$ cat config.mk
export PLATFORM = sky130hd
export DESIGN_NAME = irq_resolver
export DESIGN_NICKNAME = d
export VERILOG_FILES = /design/src/rtl/irq_core_pkg.sv /design/src/rtl/irq_req_latch.sv /design/src/rtl/irq_prio_pick.sv /design/src/rtl/irq_svc_ctrl.sv /design/src/rtl/irq_resolver.sv
export SDC_FILE = /design/constraint.sdc
export NUM_CORES = 1
export LEC_CHECK = 0
export BUFFER_PORTS_ARGS = -buffer_cell sky130_fd_sc_hd__buf_2
export CAP_MARGIN = 30
export CELL_PAD_IN_SITES_DETAIL_PLACEMENT = 1
export CELL_PAD_IN_SITES_GLOBAL_PLACEMENT = 2
export CORE_MARGIN = 5
export CORE_UTILIZATION = 34
export CTS_CLUSTER_SIZE = 24
export DETAILED_ROUTE_END_ITERATION = 12
export PLACE_DENSITY = 0.79
export RECOVER_POWER = 25
export SETUP_SLACK_MARGIN = 0.4
export SYNTH_ARGS = -nofsm -noshare
export SYNTH_HDL_FRONTEND = slang
export SYNTH_SLANG_ARGS = --single-unit
$ cat constraint.sdc
create_clock -name clk_i -period 5 [get_ports clk_i]
set_clock_uncertainty 0.1 [all_clocks]
set_input_delay 0.25 -clock clk_i [delete_from_list [all_inputs] [get_ports clk_i]]
set_output_delay 0.25 -clock clk_i [all_outputs]
set_load 0.02 [all_outputs]
$ cat src/rtl/irq_core_pkg.sv
package irq_core_pkg;
  localparam logic [2:0] CMD_AROT_OFF = 3'b000;
  localparam logic [2:0] CMD_EOI_NS   = 3'b001;
  localparam logic [2:0] CMD_NOP      = 3'b010;
  localparam logic [2:0] CMD_EOI_SP   = 3'b011;
  localparam logic [2:0] CMD_AROT_ON  = 3'b100;
  localparam logic [2:0] CMD_ROT_NS   = 3'b101;
  localparam logic [2:0] CMD_SET_LOW  = 3'b110;
  localparam logic [2:0] CMD_ROT_SP   = 3'b111;
endpackage

$ cat src/rtl/irq_req_latch.sv
module irq_req_latch #(
  parameter int NUM_IRQ = 8
) (
  input  logic               clk_i,
  input  logic               rst_ni,
  input  logic [NUM_IRQ-1:0] irq_i,
  input  logic               level_mode_i,
  input  logic [NUM_IRQ-1:0] ack_clr_i,
  output logic [NUM_IRQ-1:0] req_o
);
  logic [NUM_IRQ-1:0] prev_q, req_q;

  always_ff @(posedge clk_i or negedge rst_ni) begin
    if (!rst_ni) begin
      prev_q <= '0;
      req_q  <= '0;
    end else begin
      prev_q <= irq_i;
      if (level_mode_i) req_q <= irq_i;
      else              req_q <= (req_q & ~ack_clr_i) | (irq_i & ~prev_q);
    end
  end

  assign req_o = req_q;
endmodule

$ cat src/rtl/irq_prio_pick.sv
// Rotating priority encoder: rank 0 is the level just after ptr_i.
module irq_prio_pick #(
  parameter int NUM_IRQ = 8,
  localparam int LVL_W = $clog2(NUM_IRQ)
) (
  input  logic [NUM_IRQ-1:0] vec_i,
  input  logic [LVL_W-1:0]   ptr_i,
  output logic               any_o,
  output logic [LVL_W-1:0]   lvl_o,
  output logic [LVL_W-1:0]   rank_o
);
  logic [LVL_W-1:0] idx;

  always_comb begin
    any_o = 1'b0;
    lvl_o = '0;
    idx   = '0;
    for (int i = NUM_IRQ - 1; i >= 0; i--) begin
      idx = ptr_i + LVL_W'(1) + LVL_W'(i);
      if (vec_i[idx]) begin
        any_o = 1'b1;
        lvl_o = idx;
      end
    end
    rank_o = lvl_o - ptr_i - LVL_W'(1);
  end
endmodule

$ cat src/rtl/irq_svc_ctrl.sv
module irq_svc_ctrl
  import irq_core_pkg::*;
#(
  parameter int NUM_IRQ = 8,
  localparam int LVL_W = $clog2(NUM_IRQ)
) (
  input  logic               clk_i,
  input  logic               rst_ni,
  input  logic               ack_take_i,
  input  logic [LVL_W-1:0]   ack_lvl_i,
  input  logic               auto_eoi_i,
  input  logic               cmd_valid_i,
  input  logic [2:0]         cmd_code_i,
  input  logic [LVL_W-1:0]   cmd_level_i,
  input  logic               top_any_i,
  input  logic [LVL_W-1:0]   top_lvl_i,
  output logic [NUM_IRQ-1:0] isr_o,
  output logic [LVL_W-1:0]   ptr_o
);
  logic [NUM_IRQ-1:0] isr_q, isr_set, isr_clr;
  logic [LVL_W-1:0]   ptr_q, ptr_d;
  logic               arot_q, arot_d;

  always_comb begin
    isr_set = '0;
    isr_clr = '0;
    ptr_d   = ptr_q;
    arot_d  = arot_q;
    if (ack_take_i) begin
      if (!auto_eoi_i)  isr_set[ack_lvl_i] = 1'b1;
      else if (arot_q)  ptr_d = ack_lvl_i;
    end
    if (cmd_valid_i) begin
      unique case (cmd_code_i)
        CMD_EOI_NS: if (top_any_i) isr_clr[top_lvl_i] = 1'b1;
        CMD_EOI_SP: isr_clr[cmd_level_i] = 1'b1;
        CMD_ROT_NS: if (top_any_i) begin
          isr_clr[top_lvl_i] = 1'b1;
          ptr_d = top_lvl_i;
        end
        CMD_ROT_SP: begin
          isr_clr[cmd_level_i] = 1'b1;
          ptr_d = cmd_level_i;
        end
        CMD_SET_LOW:  ptr_d  = cmd_level_i;
        CMD_AROT_ON:  arot_d = 1'b1;
        CMD_AROT_OFF: arot_d = 1'b0;
        CMD_NOP:      ;
        default:      ;
      endcase
    end
  end

  always_ff @(posedge clk_i or negedge rst_ni) begin
    if (!rst_ni) begin
      isr_q  <= '0;
      ptr_q  <= LVL_W'(NUM_IRQ - 1);
      arot_q <= 1'b0;
    end else begin
      isr_q  <= (isr_q & ~isr_clr) | isr_set;
      ptr_q  <= ptr_d;
      arot_q <= arot_d;
    end
  end

  assign isr_o = isr_q;
  assign ptr_o = ptr_q;
endmodule

$ cat src/rtl/irq_resolver.sv
module irq_resolver #(
  parameter int NUM_IRQ = 8,
  parameter int BASE_W  = 5,
  localparam int LVL_W = $clog2(NUM_IRQ),
  localparam int VEC_W = BASE_W + LVL_W
) (
  input  logic               clk_i,
  input  logic               rst_ni,
  input  logic [NUM_IRQ-1:0] irq_i,
  input  logic [NUM_IRQ-1:0] mask_i,
  input  logic               level_mode_i,
  input  logic [BASE_W-1:0]  vec_base_i,
  input  logic               auto_eoi_i,
  input  logic               cmd_valid_i,
  input  logic [2:0]         cmd_code_i,
  input  logic [LVL_W-1:0]   cmd_level_i,
  input  logic               inta_i,
  output logic               int_o,
  output logic [VEC_W-1:0]   vector_o
);
  logic [NUM_IRQ-1:0] req_q, isr_q, elig, ack_clr;
  logic [LVL_W-1:0]   ptr_q, win_lvl, win_rank, top_lvl, top_rank;
  logic               win_any, top_any, ack_take;

  irq_req_latch #(.NUM_IRQ(NUM_IRQ)) i_req (
    .clk_i, .rst_ni, .irq_i, .level_mode_i,
    .ack_clr_i (ack_clr),
    .req_o     (req_q)
  );

  assign elig = req_q & ~mask_i;

  irq_prio_pick #(.NUM_IRQ(NUM_IRQ)) i_pend_pick (
    .vec_i (elig), .ptr_i (ptr_q),
    .any_o (win_any), .lvl_o (win_lvl), .rank_o (win_rank)
  );

  irq_prio_pick #(.NUM_IRQ(NUM_IRQ)) i_svc_pick (
    .vec_i (isr_q), .ptr_i (ptr_q),
    .any_o (top_any), .lvl_o (top_lvl), .rank_o (top_rank)
  );

  // strictly better than every level in service
  assign int_o    = win_any && (!top_any || (win_rank < top_rank));
  assign ack_take = inta_i && int_o;

  always_comb begin
    ack_clr = '0;
    if (ack_take) ack_clr[win_lvl] = 1'b1;
  end

  assign vector_o = {vec_base_i, int_o ? win_lvl : LVL_W'(NUM_IRQ - 1)};

  irq_svc_ctrl #(.NUM_IRQ(NUM_IRQ)) i_svc (
    .clk_i, .rst_ni,
    .ack_take_i  (ack_take),
    .ack_lvl_i   (win_lvl),
    .auto_eoi_i,
    .cmd_valid_i, .cmd_code_i, .cmd_level_i,
    .top_any_i   (top_any),
    .top_lvl_i   (top_lvl),
    .isr_o       (isr_q),
    .ptr_o       (ptr_q)
  );
endmodule

==> impl_metrics.yaml <==
outcome:
  outcome: "finished, violations left"
  violations: "negative setup slack"
cells_and_area:
  diodes: 0
  nNetsFinal: 548
  drive_above_1_share: 0.387
  fillers: 1273
  final_util: 0.464
  synthToLayoutAreaGrowth_pct: 32.9
global_routing:
  antenna_found_initial: 0
  grt_max_degree: 52
  grt_pass1_vias: 4136
  overflow: 0
  grt_pass1_wl_mm: 22.0
  grt_usage: 0.204
cts:
  clockRootBuffer: "clkbuf_16"
  cts_buffer_depth: 2
  clk_latency_ns: 0.27
  cts_max_level: 1
  clk_pin_slew_ns: 0.07
  cts.sink_count: 28
  cts_tree: "done"
  cts_made_buffers: 3
timing:
  max_slew_margin: 0.576
  worst_pin_slew_ns: 0.636
  finalSetupViolCount: 4
  final_max_slew_viol_count: 0
  finalWorstSetupSlack_ns: -0.0568
  rsz0062_at_grt: "true"
  fmax_mhz: 198
  hold_viol: 0
  period_share: 1.01
  post-route-min-period_ns: 5.06
setup_path:
  cp.arrival_ns: 5.11
  crit_fanout: 8
  slowest_delay_ns: 0.56
  setup.worst_path.end_class: "flop"
  reg2reg_slack_ns: -0.06
  cp_top_family: "compound AO/OA/AOI/OAI gates"
  r2r_start: "i_svc.ptr_o[0]$_DFF_PN1_"
  crit_type: "flop to flop"
  r2r_end: "i_req.req_o[4]$_DFF_PN0_"
  cp.buffers_inverters: 3
  cpMaxStageDelayCell: "dfstp_2"
  critPathLaunchType: "flop"
  required_ns: 5.06
  reg2regPathDepth: 18
  path_cells: "inv_4 > ha_4 > buf_12 > mux2_4 > mux4_2 > nand2b_4 > o41a_1 > o21ai_2 > inv_2 > fa_2 > xnor2_2 > xnor2_1 > ha_1 > a21oi_2 > o32a_4 > nand2_4 > or4_1 > a32o_1"
drt:
  vias: 3939
  vias_per_cell: 6.10
  route.detailed.drc: 0
  ant_nets: 0
  drt-initial-drc-count: 173
  wl_per_cell_um: 21.3
  first_pass_iters: 4
  drt_wl_total_mm: 13.8
logic_synthesis:
  synth_edf_count: 0
  ys_seq_area_frac: 0.184
  ys.flop_type: "dfrtp_1"
  synth_area_per_cell_um2: 9.07
  syn_area_mm2: 0.00382
  ys_types: 79
  syn-num-nets: 462
  async_flop_share: 1.00
  synth_seq_cells: 28
  synth_cells: 421
  yosys_warnings: 0
placed_design:
  place.gp.congestion: 0.920
  port-buffer-count: 31
  dp_hpwl_mm: 10.5
worst_hold_path:
  holdCritStartpoint: "irq_i[3]"
  hold_class: "input port to flop"
  min_to: "i_req.prev_q[3]$_DFF_PN0_"
  hold_depth: 1
floorplanning:
  dieHeight_um: 116
  floorplan.initialDensity: 0.349
  io_pins: 42
  coreArea_mm2: 0.0109
  dieArea_mm2: 0.0135
  rows: 38
  die_w_um: 116
job:
  max-cap-violations: 0
==> repair_timing <==
action,CTS,global route
buffers inserted,10,3
gates resized for setup,26,30
endpoints found under the setup margin,23,23
endpoints found under the hold margin,28,1
hold buffers,4,1
pin swaps,6,17
==> registers in the layout, summed over array words and instances (netlist names) <==
register / flops
i_req.prev_q: 8
i_req.req_o: 8
i_svc.arot_q: 1
i_svc.isr_o: 8
i_svc.ptr_o: 3
==> final cells by class <==
| type | instances | area, um2 | share of cell area |
|---|---|---|---|
| Inverter | 11 | 46.3 | 0.00912 |
| Sequential cell | 28 | 704 | 0.139 |
| Multi-Input combinational cell | 351 | 3190 | 0.629 |
| Clock buffer | 3 | 75.1 | 0.0148 |
| Tap cell | 140 | 175 | 0.0345 |
| Timing Repair Buffer | 112 | 852 | 0.168 |
| Clock inverter | 1 | 30.0 | 0.00592 |
==> how the worst max path moves through the flow <==
stage,end,start,cells after the start,slack [ns]
CTS,vector_o[0],i_svc.ptr_o[0]$_DFF_PN1_,18,-0.01
finish,i_req.req_o[4]$_DFF_PN0_,i_svc.ptr_o[0]$_DFF_PN1_,18,-0.06
detailed placement,i_svc.isr_o[6]$_DFF_PN0_,i_svc.ptr_o[0]$_DFF_PN1_,20,-0.09
global placement,i_req.req_o[2]$_DFF_PN0_,i_svc.ptr_o[0]$_DFF_PN1_,20,-0.007
floorplan,i_req.req_o[4]$_DFF_PN0_,i_svc.ptr_o[0]$_DFF_PN1_,19,-0.17
global route,i_req.req_o[4]$_DFF_PN0_,i_svc.ptr_o[1]$_DFF_PN1_,20,-0.22
==> cell usage after synthesis, drive strengths merged (3+ instances only) <==
cell | number | area share
nand2 | 33 | 0.032
dfrtp | 25 | 0.16
nor2 | 25 | 0.025
buf | 24 | 0.040
mux4 | 24 | 0.14
nand2b | 21 | 0.034
o21ai | 21 | 0.028
a21oi | 18 | 0.024
mux2i | 14 | 0.037
nor2b | 12 | 0.020
inv | 11 | 0.011
mux2 | 11 | 0.032
nor3 | 11 | 0.014
nand3 | 10 | 0.013
o211ai | 9 | 0.018
a211oi | 8 | 0.018
nor3b | 8 | 0.016
o22ai | 8 | 0.013
a31oi | 7 | 0.011
clkbuf | 7 | 0.0069
ha | 6 | 0.020
xnor2 | 6 | 0.016
a21o | 4 | 0.0079
a22o | 4 | 0.0092
a22oi | 4 | 0.0079
a32o | 4 | 0.010
nand3b | 4 | 0.0079
nor4bb | 4 | 0.010
o2bb2ai | 4 | 0.0092
a21boi | 3 | 0.0059
a221oi | 3 | 0.0069
and3b | 3 | 0.0069
and4b | 3 | 0.0079
dfstp | 3 | 0.021
nand4 | 3 | 0.0049
nor4b | 3 | 0.0069
o41ai | 3 | 0.0088
==> cell families (layout without fill, tap and decap cells) <==
logic type                 after synthesis  count (layout)  share of synthesized area
and+or+nand+nor                        157             157                      0.234
muxes                                   49              49                      0.211
adders and majority gates                8               8                     0.0301
DFF                                     28              28                      0.184
AOI/OAI and AO/OA                      127             127                      0.244
buffers and inverters                   42             127                     0.0576
xor gates and xnor gates                10              10                     0.0387
==> metrics by stage <==
step                      cell area (um2)  hold slack [ns]  setup TNS (ns)  setup slack (ns)  cells
final                                5070           0.0214          -0.135           -0.0568    646
after global routing                 5070           0.0179           -1.84            -0.222    646
after CTS                            4900          0.00360         -0.0143           -0.0124    642
after detailed placement             4560            0.211          -0.596           -0.0938    624
after global placement               4560            0.204        -0.00660          -0.00660    624
after floorplan                      3950           -0.146          -0.445            -0.168    421
==> worst register-to-register path: stages (launching register included) <==
cell,delay [ns]
dfstp_2,0.56
inv_4,0.04
ha_4,0.34
buf_12,0.14
mux2_4,0.31
mux4_2,0.52
nand2b_4,0.16
o41a_1,0.41
o21ai_2,0.22
inv_2,0.08
fa_2,0.36
xnor2_2,0.14
xnor2_1,0.21
ha_1,0.27
a21oi_2,0.15
o32a_4,0.20
nand2_4,0.08
or4_1,0.42
a32o_1,0.24
==> per-layer routing <==
layer | wire [um] | track usage | vias to the layer above
met1 | 6200 | 0.291 | 1988
met3 | 607 | 0.0204 | 22
met2 | 6730 | 0.335 | 101
met5 | 0 | 0 | -
li1 | - | - | 1828
met4 | 228 | 0.0464 | 0
==> cells in the final DEF (no fill, tap or decap), types with 4 or more instances in the layout <==
cell type | netlist | layout
buf_4 | 9 | 63
nand2_1 | 33 | 31
dfrtp_1 | 25 | 25
mux4_2 | 24 | 24
nor2_1 | 25 | 24
buf_2 | 11 | 21
nand2b_1 | 21 | 20
o21ai_0 | 20 | 19
buf_6 | 2 | 14
a21oi_1 | 18 | 13
nor2b_1 | 12 | 12
mux2i_1 | 14 | 10
nor3_1 | 11 | 10
o211ai_1 | 9 | 9
nand3_1 | 10 | 9
a31oi_1 | 7 | 7
clkbuf_1 | 7 | 7
inv_1 | 9 | 6
mux2_2 | 11 | 6
a211oi_1 | 6 | 6
nor3b_1 | 8 | 6
o22ai_1 | 8 | 6
mux2_4 | 0 | 5
a21oi_2 | 0 | 5
dlygate4sd3_1 | 0 | 5
nand3b_1 | 4 | 4
a22o_1 | 4 | 4
a22oi_1 | 4 | 4
xnor2_1 | 5 | 4
a21o_1 | 4 | 4
a32o_1 | 4 | 4
Power is not shown: default switching activity piles up to over one toggle a cycle in this logic, so the estimate is an artifact.
